$ cat src/rtl/pwmt_pkg.sv
package pwmt_pkg;
   localparam int ADDR_W = 4;
   localparam logic [ADDR_W-1:0] A_CTL  = 4'd0;
   localparam logic [ADDR_W-1:0] A_RUN  = 4'd1;
   localparam logic [ADDR_W-1:0] A_MODE = 4'd2;
   localparam logic [ADDR_W-1:0] A_IO0  = 4'd3;
   localparam logic [ADDR_W-1:0] A_IO1  = 4'd4;
   localparam logic [ADDR_W-1:0] A_GRA  = 4'd5;
   localparam logic [ADDR_W-1:0] A_CNT  = 4'd9;
   localparam logic [7:0] MODE_PWM1 = 8'h02;
   localparam logic [7:0] IO_PWM    = 8'h12;

   typedef struct packed {
      logic       clr_c;
      logic [1:0] div_sel;
   } ctl_t;
endpackage

$ cat src/rtl/pwmt_regs.sv
module pwmt_regs
   import pwmt_pkg::*;
#(
   parameter int DW     = 16,
   parameter int N_GR   = 4,
   parameter int N_OUT  = 2
) (
   input  logic                     clk,
   input  logic                     rst_n,
   input  logic                     wr_en,
   input  logic [ADDR_W-1:0]        wr_addr,
   input  logic [DW-1:0]            wr_data,
   input  logic [ADDR_W-1:0]        rd_addr,
   input  logic [DW-1:0]            cnt,
   output logic [DW-1:0]            rd_data,
   output ctl_t                     ctl,
   output logic                     run,
   output logic [7:0]               mode,
   output logic [N_OUT-1:0][7:0]    io,
   output logic [N_GR-1:0][DW-1:0]  gr,
   output logic                     cnt_load
);
   localparam int CTL_W = $bits(ctl_t);

   assign cnt_load = wr_en && (wr_addr == A_CNT) && !run;

   always_ff @(posedge clk or negedge rst_n) begin
      if (!rst_n) begin
         ctl  <= '0;
         run  <= 1'b0;
         mode <= '0;
      end else if (wr_en) begin
         if (wr_addr == A_CTL && !run) ctl <= ctl_t'(wr_data[CTL_W-1:0]);
         if (wr_addr == A_RUN) run  <= wr_data[0];
         if (wr_addr == A_MODE) mode <= wr_data[7:0];
      end
   end

   for (genvar i = 0; i < N_OUT; i++) begin : g_io
      always_ff @(posedge clk or negedge rst_n) begin
         if (!rst_n) io[i] <= '0;
         else if (wr_en && wr_addr == A_IO0 + ADDR_W'(i)) io[i] <= wr_data[7:0];
      end
   end

   for (genvar g = 0; g < N_GR; g++) begin : g_gr
      always_ff @(posedge clk or negedge rst_n) begin
         if (!rst_n) gr[g] <= '0;
         else if (wr_en && wr_addr == A_GRA + ADDR_W'(g)) gr[g] <= wr_data;
      end
   end

   always_comb begin
      rd_data = '0;
      if (rd_addr == A_CTL) rd_data = DW'(ctl);
      else if (rd_addr == A_RUN) rd_data = DW'(run);
      else if (rd_addr == A_MODE) rd_data = DW'(mode);
      else if (rd_addr == A_CNT) rd_data = cnt;
      for (int i = 0; i < N_OUT; i++)
         if (rd_addr == A_IO0 + ADDR_W'(i)) rd_data = DW'(io[i]);
      for (int g = 0; g < N_GR; g++)
         if (rd_addr == A_GRA + ADDR_W'(g)) rd_data = gr[g];
   end
endmodule

$ cat src/rtl/pwmt_prescale.sv
module pwmt_prescale #(
   parameter int SEL_W = 2
) (
   input  logic             clk,
   input  logic             rst_n,
   input  logic             run,
   input  logic [SEL_W-1:0] sel,
   output logic             tick
);
   localparam int PW = 2 * ((1 << SEL_W) - 1);

   if (PW == 0) begin : g_nodiv
      assign tick = run;
   end else begin : g_div
      logic [PW-1:0] pcnt;
      logic [PW-1:0] lim;
      assign lim  = PW'((1 << (2 * sel)) - 1);
      assign tick = run && (pcnt == lim);
      always_ff @(posedge clk or negedge rst_n) begin
         if (!rst_n) pcnt <= '0;
         else if (!run || tick) pcnt <= '0;
         else pcnt <= pcnt + 1'b1;
      end
   end
endmodule

$ cat src/rtl/pwmt_counter.sv
module pwmt_counter #(
   parameter int DW = 16
) (
   input  logic          clk,
   input  logic          rst_n,
   input  logic          tick,
   input  logic [DW-1:0] clr_val,
   input  logic          load,
   input  logic [DW-1:0] load_val,
   output logic [DW-1:0] cnt
);
   always_ff @(posedge clk or negedge rst_n) begin
      if (!rst_n) cnt <= '0;
      else if (load) cnt <= load_val;
      else if (tick) cnt <= (cnt == clr_val) ? '0 : cnt + 1'b1;
   end
endmodule

$ cat src/rtl/pwmt_outunit.sv
module pwmt_outunit #(
   parameter int DW = 16
) (
   input  logic          clk,
   input  logic          rst_n,
   input  logic          tick,
   input  logic          active,
   input  logic [DW-1:0] cnt,
   input  logic [DW-1:0] per,
   input  logic [DW-1:0] duty,
   output logic          lvl
);
   always_ff @(posedge clk or negedge rst_n) begin
      if (!rst_n) lvl <= 1'b0;
      else if (tick && active) begin
         if (cnt == per) lvl <= 1'b1;
         else if (cnt == duty) lvl <= ~lvl;
      end
   end
endmodule

$ cat src/rtl/pwm_pair_timer.sv
module pwm_pair_timer
   import pwmt_pkg::*;
#(
   parameter int DW    = 16,
   parameter int SEL_W = 2,
   parameter int N_OUT = 2
) (
   input  logic              clk,
   input  logic              rst_n,
   input  logic              wr_en,
   input  logic [ADDR_W-1:0] wr_addr,
   input  logic [DW-1:0]     wr_data,
   input  logic [ADDR_W-1:0] rd_addr,
   output logic [DW-1:0]     rd_data,
   output logic [N_OUT-1:0]  pin_out,
   output logic [N_OUT-1:0]  pin_oe
);
   localparam int N_GR = 2 * N_OUT;

   if (DW < 8 || SEL_W != 2 || N_OUT != 2) begin : g_bad_cfg
      initial $fatal(1, "pwm_pair_timer: unsupported parameter set");
   end

   ctl_t                    ctl;
   logic                    run;
   logic [7:0]              mode;
   logic [N_OUT-1:0][7:0]   io;
   logic [N_GR-1:0][DW-1:0] gr;
   logic                    cnt_load;
   logic [DW-1:0]           cnt;
   logic [DW-1:0]           clr_val;
   logic                    tick;
   logic [N_OUT-1:0]        act;

   pwmt_regs #(.DW(DW), .N_GR(N_GR), .N_OUT(N_OUT)) u_regs (
      .clk(clk), .rst_n(rst_n), .wr_en(wr_en), .wr_addr(wr_addr),
      .wr_data(wr_data), .rd_addr(rd_addr), .cnt(cnt), .rd_data(rd_data),
      .ctl(ctl), .run(run), .mode(mode), .io(io), .gr(gr),
      .cnt_load(cnt_load)
   );

   pwmt_prescale #(.SEL_W(SEL_W)) u_pre (
      .clk(clk), .rst_n(rst_n), .run(run), .sel(ctl.div_sel), .tick(tick)
   );

   assign clr_val = ctl.clr_c ? gr[2] : gr[0];

   pwmt_counter #(.DW(DW)) u_cnt (
      .clk(clk), .rst_n(rst_n), .tick(tick), .clr_val(clr_val),
      .load(cnt_load), .load_val(wr_data), .cnt(cnt)
   );

   for (genvar i = 0; i < N_OUT; i++) begin : g_out
      assign act[i]    = (mode == MODE_PWM1) && (io[i] == IO_PWM);
      assign pin_oe[i] = act[i];
      pwmt_outunit #(.DW(DW)) u_ou (
         .clk(clk), .rst_n(rst_n), .tick(tick), .active(act[i]),
         .cnt(cnt), .per(gr[2*i]), .duty(gr[2*i+1]), .lvl(pin_out[i])
      );
   end
endmodule

$ cat config.mk
export PLATFORM = sky130hd
export DESIGN_NAME = pwm_pair_timer
export DESIGN_NICKNAME = d
export VERILOG_FILES = /design/src/rtl/pwmt_pkg.sv /design/src/rtl/pwmt_regs.sv /design/src/rtl/pwmt_prescale.sv /design/src/rtl/pwmt_counter.sv /design/src/rtl/pwmt_outunit.sv /design/src/rtl/pwm_pair_timer.sv
export SDC_FILE = /design/constraint.sdc
export NUM_CORES = 1
export LEC_CHECK = 0
export CAP_MARGIN = 20
export CORE_MARGIN = 1
export CORE_UTILIZATION = 55
export CTS_CLUSTER_DIAMETER = 40
export DETAILED_ROUTE_END_ITERATION = 12
export MAX_ROUTING_LAYER = met4
export PLACE_DENSITY = 0.87
export SLEW_MARGIN = 20
export SYNTH_ARGS = -nofsm -noshare
export SYNTH_HDL_FRONTEND = slang
export SYNTH_HIERARCHICAL = 1
export SYNTH_SLANG_ARGS = --single-unit
$ cat constraint.sdc
create_clock -name clk -period 4.2 [get_ports clk]
set_input_delay 0.84 -clock clk [delete_from_list [all_inputs] [get_ports clk]]
set_output_delay 0.84 -clock clk [all_outputs]
set_load 0.02 [all_outputs]
* Word level (Yosys, flattened, before mapping)
Cells that the tools add are included.
Widths: inputs -> output; s select.
** Cells by class
- Bitwise gates (word level) :: 2
- Add/subtract/negate cells :: 3
- Eq/ne operators :: 27
- Reductions and logical operators :: 26
- Muxes and demuxes :: 19
- Shift-type cells :: 1
** Operators with widths (number)
- $mux 16 :: 14
- $eq 16x16->1 :: 5
- $eq 4x3->1 const B :: 8
- $add 16x1->16 const B :: 1
- $eq 4x2->1 const B :: 4
- $eq 4x4->1 const B :: 4
- $eq 8x5->1 const B :: 2
- $logic_and 1x1->1 :: 14
- $reduce_and 2->1 :: 5
- $eq 4x1->1 const B :: 2
- $eq 8x2->1 const B :: 1
- $logic_not 4->1 :: 2
- $add 6x1->6 const B :: 1
- $eq 6x6->1 :: 1
- $mux 6 :: 1
- $reduce_bool 2->1 :: 3
- $shl 1x3->6 const A :: 1
- $sub 6x2->6 const B :: 1
- $mux 1 :: 4
- $not 1->1 :: 2
- $logic_not 1->1 :: 1
- $logic_or 1x1->1 :: 1
** Storage, ports and cells
- Word-level logic and storage cells :: 92
- Output and inout bits :: 20
- Input bits :: 27
- Bits in registers :: 116

* Depth between registers and ports, before layout
Gate-level depths: netlist (run 1).
- Depth in word-level cells :: 11
- Depth in mapped cells :: 9
- Gate-level depth less buffers :: 6

* Modules after synthesis
Netlist (run 1), hierarchy kept.
** Modules (own cells, without submodules)
- pwmt_regs :: times used 1, cells an instance 365, sequential area each 2302.2 sq um, area an instance 4664.5 sq um
- pwmt_counter :: times used 1, cells an instance 132, sequential area each 400.4 sq um, area an instance 1248.7 sq um
- pwmt_outunit :: times used 2, cells an instance 48, sequential area each 25.0 sq um, area an instance 392.9 sq um
- pwmt_prescale :: times used 1, cells an instance 35, sequential area each 150.1 sq um, area an instance 351.6 sq um
- pwm_pair_timer :: times used 1, cells an instance 26, sequential area each 0.0 sq um, area an instance 280.3 sq um

* Worst setup path before layout (run 1)
Ideal clock, no wire load.
- Kind :: input-to-output
- Start point :: input rd_addr[3]
- End point :: output rd_data[6]
- Data arrival time :: 2.119 ns
- Required time :: 3.360 ns
- Setup slack :: 1.241 ns
- Stages :: 6
- Path buffers :: 2
- Cell sequence :: buf_4 -> or3b_1 -> nor2_4 -> buf_4 -> a211oi_1 -> a21oi_1
** On the way
- Word-level cells in the longest chain between the ends :: 11
- Elaborated cells on any way between the ends :: 20
- Classes of those cells :: eq/ne: 9; mux: 10; reduce/logical: 1
** RTL lines
- start, declared :: RTL line pwm_pair_timer.sv:13 : input logic [ADDR_W-1:0] rd_addr,
- $eq 4x4->1 :: RTL line pwmt_regs.sv:58 : else if (rd_addr == A_CNT) rd_data = cnt;
- $mux 16 :: RTL line pwmt_regs.sv:58
- $mux 16 :: RTL line pwmt_regs.sv:57 : else if (rd_addr == A_MODE) rd_data = DW'(mode);
- $mux 16 :: RTL line pwmt_regs.sv:56 : else if (rd_addr == A_RUN) rd_data = DW'(run);
- $mux 16 :: RTL line pwmt_regs.sv:55 : if (rd_addr == A_CTL) rd_data = DW'(ctl);
- $mux 16 (2 in a row) :: RTL line pwmt_regs.sv:60 : if (rd_addr == A_IO0 + ADDR_W'(i)) rd_data = DW'(io[i]);
- $mux 16 (3 in a row) :: RTL line pwmt_regs.sv:62 : if (rd_addr == A_GRA + ADDR_W'(g)) rd_data = gr[g];
- $mux 16 * :: RTL line pwmt_regs.sv:62
- end, declared :: RTL line pwm_pair_timer.sv:14 : output logic [DW-1:0] rd_data,
Every way passes the cells marked *; elsewhere a longest branch is shown, timed or not.

* Worst setup path in the final report (run 1)
- Start point :: input rd_addr[3]
- End point :: output rd_data[15]
Same word-level chain as after synthesis.

==> run_results.csv, run 1 <==
group,metric,value,unit
yosys,synthDistinctLibCells,67,
yosys,synthFlopType,"dfrtp_1",
yosys,synthDominantAreaCellType,"dfrtp_1",
clock_tree,postCtsSetupRepairBufs,0,
routing,viasPerCell,6.466,
routing,vias,5787,
global_route,grt_pass1_wl,33.41,mm
clock_tree,cts_root_buffer,"clkbuf_16",
power,vdd_ir_drop_max,0.0003359,V
finish,area_growth_syn_to_layout,16.71,%
routing,route.antenna.remaining_nets,0,
routing,finalWirelength,20.74,mm
yosys,yosys_register_bits,116,
finish,fin_nets,740,
finish,fillerInstances,983,
floorplanning,io_pins,47,
yosys,postSynthNetCount,683,
floorplanning,placement_rows,41,
yosys,post_synth_instance_area,7331,um^2
global_route,grt_use_total,32.65,%
place,gpl.final_weighted_congestion,0.9908,
floorplanning,die_area,13790,um^2
global_route,gr-total-overflow,0,
routing,detailedRoute.firstIterationViolations,523,
yosys,synth.top_cells.by_area,"dfrtp_1 (40%), mux2_2 (16%), xor2_1 (6.5%)",
sta,max_slew_margin,47.29,%
routing,detail_route.drc_violations,0,
run,max-cap-violations,0,
sta,finalCritPeriodShare,96.30,%
power,cellLeakagePower,3.593,nW
setup_path,worstPathMaxFanout,10,
routing,wl_per_cell,23.17,um
floorplanning,fp.coreArea,12820,um^2
sta,worst_slew_pin_slew,0.7863,ns
clock_tree,clk_pin_slew,0.05,ns
yosys,synth-warning-count,6,
floorplanning,chipWidth,117.5,um
clock_tree,cts.sinks,116,
outcome,outcome,"finished clean",
yosys,postSynth.asyncResetShare,100.0,%
floorplanning,initial_utilization,57.16,%
sta,worst_hold_slack,0.3603,ns
routing,drtPass1Iterations,7,
sta,fin_crit,4.044,ns
sta,slew_viol_final,0,
setup_path,worstSetupEndpointType,"output pin",
floorplanning,die_height,117.5,um
sta,setup-violations-final,0,
sta,grt_setup_unrepaired,"no",
power,cellInternalPower,3.109,mW
power,power.share.clock,28.3,%
clock_tree,cts_tree,"done",
clock_tree,cts.htree.levels,4,
setup_path,critical_path_arrival,3.20,ns
yosys,avgSynthCellArea,11.21,um^2
finish,finalCoreUtilization,66.71,%
yosys,netlist.area_leader.share,39.60,%
sta,final.setup.tns,0,ns
power,p_sw,1.763,mW
hold_path,min-delay-path-class,"in2async",
power,sw_frac_of_total,36.20,%
finish,insertedDiodeCount,0,
yosys,syn_inst,654,
global_route,antenna_found_initial,0,
place,detailedPlacementHpwl,14.49,mm
power,power.density,569.5,nW/um^2
sta,max_clock_freq,0.2473,GHz
sta,fin_skew,0.01150,ns
setup_path,critical_path.startpoint_type,"input port",
setup_path,path_class,"in2out",
global_route,first_global_vias,5998,
finish,layout-drive-gt1-share,28.49,%
clock_tree,clkLatencyLatePin,0.43,ns
power,power_frac_comb,31.9,%
power,power_frac_seq,39.8,%
yosys,synth_edf_count,0,
setup_path,crit_required,3.36,ns
place,io_buffers,46,
global_route,grt_max_degree,43,
yosys,ys_seq_area_share,39.60,%
clock_tree,max_root_sink_buffers,2,
sta,timing.final.hold_violations,0,
clock_tree,cts_made_buffers,17,
## cells in the mapped netlist (6+ instances only)
master     number
inv_1          14
nor2_1         12
a222oi_1        9
o22ai_1         8
xnor2_1        43
nand3_1        16
o21ai_0        13
dfrtp_1       116
buf_2          14
a22oi_1         7
nor3b_1        19
xor2_1         54
nor4_1         10
nand2_1        19
o21ai_2        10
mux2_2        106
mux2_4          8
nand4_1        11
o2bb2ai_1       9
nor3_1          9
nor2b_1         7
mux2i_1        11
clkbuf_1        7
and3_1          6
a21oi_1        27
## critical path, stage by stage
cell,delay [ns]
clkdlybuf4s50_1,0.58
nand2b_1,0.32
buf_4,0.29
nor3_2,0.05
buf_4,0.20
a222oi_1,0.31
inv_1,0.07
clkdlybuf4s50_1,0.54
## sequential cells by signal (all words and copies together) (netlist names)
signal            flops
u_pre/g_div.pcnt      6
u_regs/io            16
u_regs/mode           8
u_regs/ctl            3
u_regs/gr            64
g_out.u_ou/lvl        2
u_cnt/cnt            16
u_regs/run            1
## cell families (layout without fill, tap and decap cells)
family          after synthesis  count (layout)  share of synthesized area [%]
simple gates                161             161                          15.24
mux                         125             125                          19.42
flops                       116             116                          39.60
compound gates              108             108                          10.38
xor+xnor                     97              97                          11.59
buf+inv                      45             114                          3.431
fa+ha+maj                     2               2                         0.3413
## final cells by class
class	instances	area, um^2	area share (%)
Inverter	14	52.55	0.6142
Tap cell	172	215.2	2.515
Timing Repair Buffer	69	640.6	7.488
Clock buffer	27	513.0	5.996
Clock inverter	4	45.04	0.5265
Sequential cell	116	2903	33.93
Multi-Input combinational cell	493	4187	48.93
## final timing paths
check / to / depth (start not counted) / slack [ns] / from
setup / recovery: rd_data[15] / 8 / 0.16 / rd_addr[3]
hold / removal: u_regs/mode[2] / 1 / 0.36 / rst_n
setup reg to reg: g_out[1].u_ou/lvl / 6 / 1.55 / u_regs/ctl[0]
hold reg to reg: u_regs/io[9] / 1 / 0.53 / u_regs/io[9]
max in group asynchronous: u_regs/gr[57] / 2 / 2.94 / rst_n
min in group clk: u_regs/io[9] / 1 / 0.53 / u_regs/io[9]
## per-layer routing
layer / GRT usage, % / up-vias / share of wire (%)
met1: 42.01 / 2840 / 41
met3: 7.461 / 82 / 8.3
met2: 48.15 / 316 / 46
met5: - / - / 0
li1: - / 2549 / -
met4: 17.07 / 0 / 4.2
## power by group through the flow
| stage | clock network [mW] | logic (mW) | registers [mW] |
|---|---|---|---|
| floorplan | 0 | 1.18 | 1.77 |
| global placement | 0 | 1.46 | 1.91 |
| detailed placement | 0 | 1.51 | 1.94 |
| CTS | 1.39 | 1.53 | 1.93 |
| global route | 1.44 | 1.66 | 1.99 |
| finish | 1.38 | 1.55 | 1.94 |
## stage by stage
stage               power (mW)  instance area, um^2  instances  setup slack [ns]
finish                   4.872                 8556        895            0.1556
global route             5.089                 8556        895           0.05273
CTS                      4.849                 8548        895            0.1199
detailed placement       3.446                 7990        864            0.1355
global placement         3.372                 7990        864            0.1764
floorplan                2.950                 7331        654             1.241
## what timing repair did
item	in CTS	in global routing
resized for setup	0	3
endpoints found under the setup margin	0	4
hold buffers	0	0
## cells in the final DEF, fill, tap and decap left out, types with 10 or more instances in the layout
cell	instances
nor3b_1	17
clkbuf_16	17
nand2_1	19
dfrtp_1	116
inv_1	14
nor4_1	10
buf_4	23
nand3_1	16
clkdlybuf4s50_1	43
xor2_1	54
xnor2_1	43
nand4_1	11
mux2i_1	11
nor2_1	12
mux2_2	106
o21ai_0	12
a21oi_1	27
o21ai_2	10
Note: power is estimated with default switching activity, not from simulation.
==> run 2, diff against run 1 <==
- SKIP_LAST_GASP: default -> 1
==> results of run 2 <==
The final DEF is identical to that of run 1; final timing and power are the same.
==> run 3, diff against run 2 <==
- PLACE_DENSITY: 0.87 -> 0.75
==> run 3 against run 2 <==
Compared with the run above:
- global-route usage fell by 0.68 points
- non-clock buffer count did not move
- power down 1.5%
- combinational power is essentially flat
- first-iteration DRC count is 17% higher
- critical path type unchanged
==> run_results.csv, run 3 (synthesized netlist as in run 1, its figures left out) <==
group,metric,value,unit
floorplanning,die_area,13790,um^2
power,sw_frac_of_total,36.86,%
setup_path,cp_num_buf_inv,3,
setup_path,r2r_start,"u_regs/ctl[0]",
setup_path,regToRegSetupSlack,1.61,ns
global_route,grt_pass1_wl,32.28,mm
power,power.density,563.1,nW/um^2
routing,wl_per_cell,23.01,um
clock_tree,cts.sinks,116,
power,p_sw,1.769,mW
clock_tree,cts_root_buffer,"clkbuf_16",
outcome,outcome,"finished clean",
setup_path,critical_path.cell_chain,"clkdlybuf4s50_1 -> buf_4 -> nor3b_2 -> a22oi_1 -> o22a_1 -> o21ai_0 -> clkdlybuf4s50_1",
global_route,first_global_vias,5701,
setup_path,crit_slowest_cell,"clkdlybuf4s50_1",
routing,viasPerCell,6.344,
global_route,antenna_found_initial,0,
setup_path,crit_path_frequent_cell,"clkdlybuf4s50_1",
finish,mostFrequentLayoutCell,"dfrtp_1",
floorplanning,fp.coreArea,12820,um^2
place,gpl.final_weighted_congestion,0.9370,
setup_path,cp_slowest_stage_delay,0.67,ns
finish,fillerInstances,1018,
clock_tree,max_root_sink_buffers,2,
clock_tree,cts_tree,"done",
power,cellLeakagePower,3.574,nW
sta,max_slew_margin,44.47,%
hold_path,min-delay-path-class,"in2async",
setup_path,crit_required,3.36,ns
global_route,grt_use_total,31.96,%
setup_path,worstPathMaxFanout,14,
place,io_buffers,46,
finish,layout-drive-gt1-share,28.49,%
place,placement.cell_area,7970,um^2
setup_path,critical_path.startpoint_type,"input port",
run,max-cap-violations,0,
finish,reg_top3,"u_regs/gr x64, u_cnt/cnt x16, u_regs/io x16",
power,power.share.clock,27.2,%
setup_path,crit_family,"buffers and inverters",
sta,grt_setup_unrepaired,"no",
clock_tree,cts_made_buffers,17,
global_route,grt_max_degree,79,
finish,insertedDiodeCount,0,
setup_path,worstSetupEndpointType,"output pin",
finish,area_growth_syn_to_layout,16.28,%
power,power_frac_seq,40.7,%
routing,detailedRoute.firstIterationViolations,614,
finish,finalCoreUtilization,66.47,%
setup_path,reg2reg_depth,6,
finish,multi_input_gate_area,4184,um^2
floorplanning,die_height,117.5,um
power,power_frac_comb,32.1,%
sta,fin_skew,0.009608,ns
finish,seqCellArea,2903,um^2
sta,finalCritPeriodShare,96.01,%
floorplanning,placement_rows,41,
clock_tree,clkLatencyLatePin,0.42,ns
clock_tree,cts.hold.buffers_added,0,
finish,final_design_area_no_fill,8524,um^2
sta,slew_viol_final,0,
sta,setup-violations-final,0,
sta,fin_crit,4.032,ns
floorplanning,chipWidth,117.5,um
sta,final.setup.tns,0,ns
routing,route.antenna.remaining_nets,0,
routing,vias,5678,
global_route,gr-total-overflow,0,
sta,timing.final.hold_violations,0,
routing,detail_route.drc_violations,0,
power,cellInternalPower,3.031,mW
floorplanning,initial_utilization,57.16,%
clock_tree,clk_pin_slew,0.05,ns
finish,fin_nets,740,
sta,worst_hold_slack,0.2983,ns
finish,largest_register_ff_count,64,
finish,regMostFlops,"u_regs/gr",
place,detailedPlacementHpwl,14.50,mm
routing,drtPass1Iterations,5,
setup_path,path_class,"in2out",
setup_path,critical_path_arrival,3.19,ns
clock_tree,cts.htree.levels,4,
sta,worst_slew_pin_slew,0.8284,ns
finish,final_cell_mix,"dfrtp_1 (116), mux2_2 (106), xor2_1 (54)",
clock_tree,postCtsSetupRepairBufs,0,
floorplanning,io_pins,47,
routing,finalWirelength,20.59,mm
power,vdd_ir_drop_max,0.0003254,V
setup_path,crit-reg2reg-capture,"g_out[1].u_ou/lvl",
sta,max_clock_freq,0.2480,GHz
[run 3: area by class of cell]
type / instances / share of cell area, %
multi-input cells: 493 / 49.08
flip-flops and latches: 116 / 34.05
repair buffers: 69 / 7.574
clock buffers: 26 / 5.856
well taps: 172 / 2.525
inverters: 14 / 0.6165
clock inverters: 5 / 0.2936
[run 3: layer usage]
layer | global-route usage (%) | share of wire [%] | vias up
met1 | 43.06 | 44 | 2874
met5 | - | 0 | -
met3 | 6.977 | 7.0 | 34
met4 | 10.26 | 2.0 | 0
li1 | - | - | 2545
met2 | 48.11 | 47 | 225
[run 3: worst max path at each step]
stage,startpoint,to,slack (ns),depth (start not counted)
2_1_floorplan,rd_addr[3],rd_data[6],1.24,6
3_3_place_gp,rd_addr[2],rd_data[3],0.22,7
3_5_place_dp,rd_addr[2],rd_data[7],0.22,6
4_1_cts,rd_addr[2],rd_data[7],0.21,6
5_1_grt,rd_addr[2],rd_data[3],0.05,7
6_report,rd_addr[1],rd_data[5],0.17,7
[run 3: per-stage QoR]
step                      power, mW  setup slack [ns]  cells
after detailed placement      3.462            0.2181    863
after global routing          5.032           0.05141    895
after floorplan               2.950             1.241    654
after global placement        3.408            0.2223    863
final                         4.801            0.1676    895
after CTS                     4.784            0.2057    894
[run 3: power by group through the flow]
stage,sequential [mW],clock (mW),combinational [mW]
after CTS,1.94,1.32,1.52
after global routing,2.00,1.37,1.67
after detailed placement,1.95,0,1.51
after floorplan,1.77,0,1.18
final,1.95,1.31,1.54
after global placement,1.93,0,1.47
[run 3: repair_timing]
| item | CTS | global route |
|---|---|---|
| setup endpoints to repair | 0 | 1 |
| gates resized for setup | 0 | 1 |
| endpoints found under the hold margin | 0 | 0 |
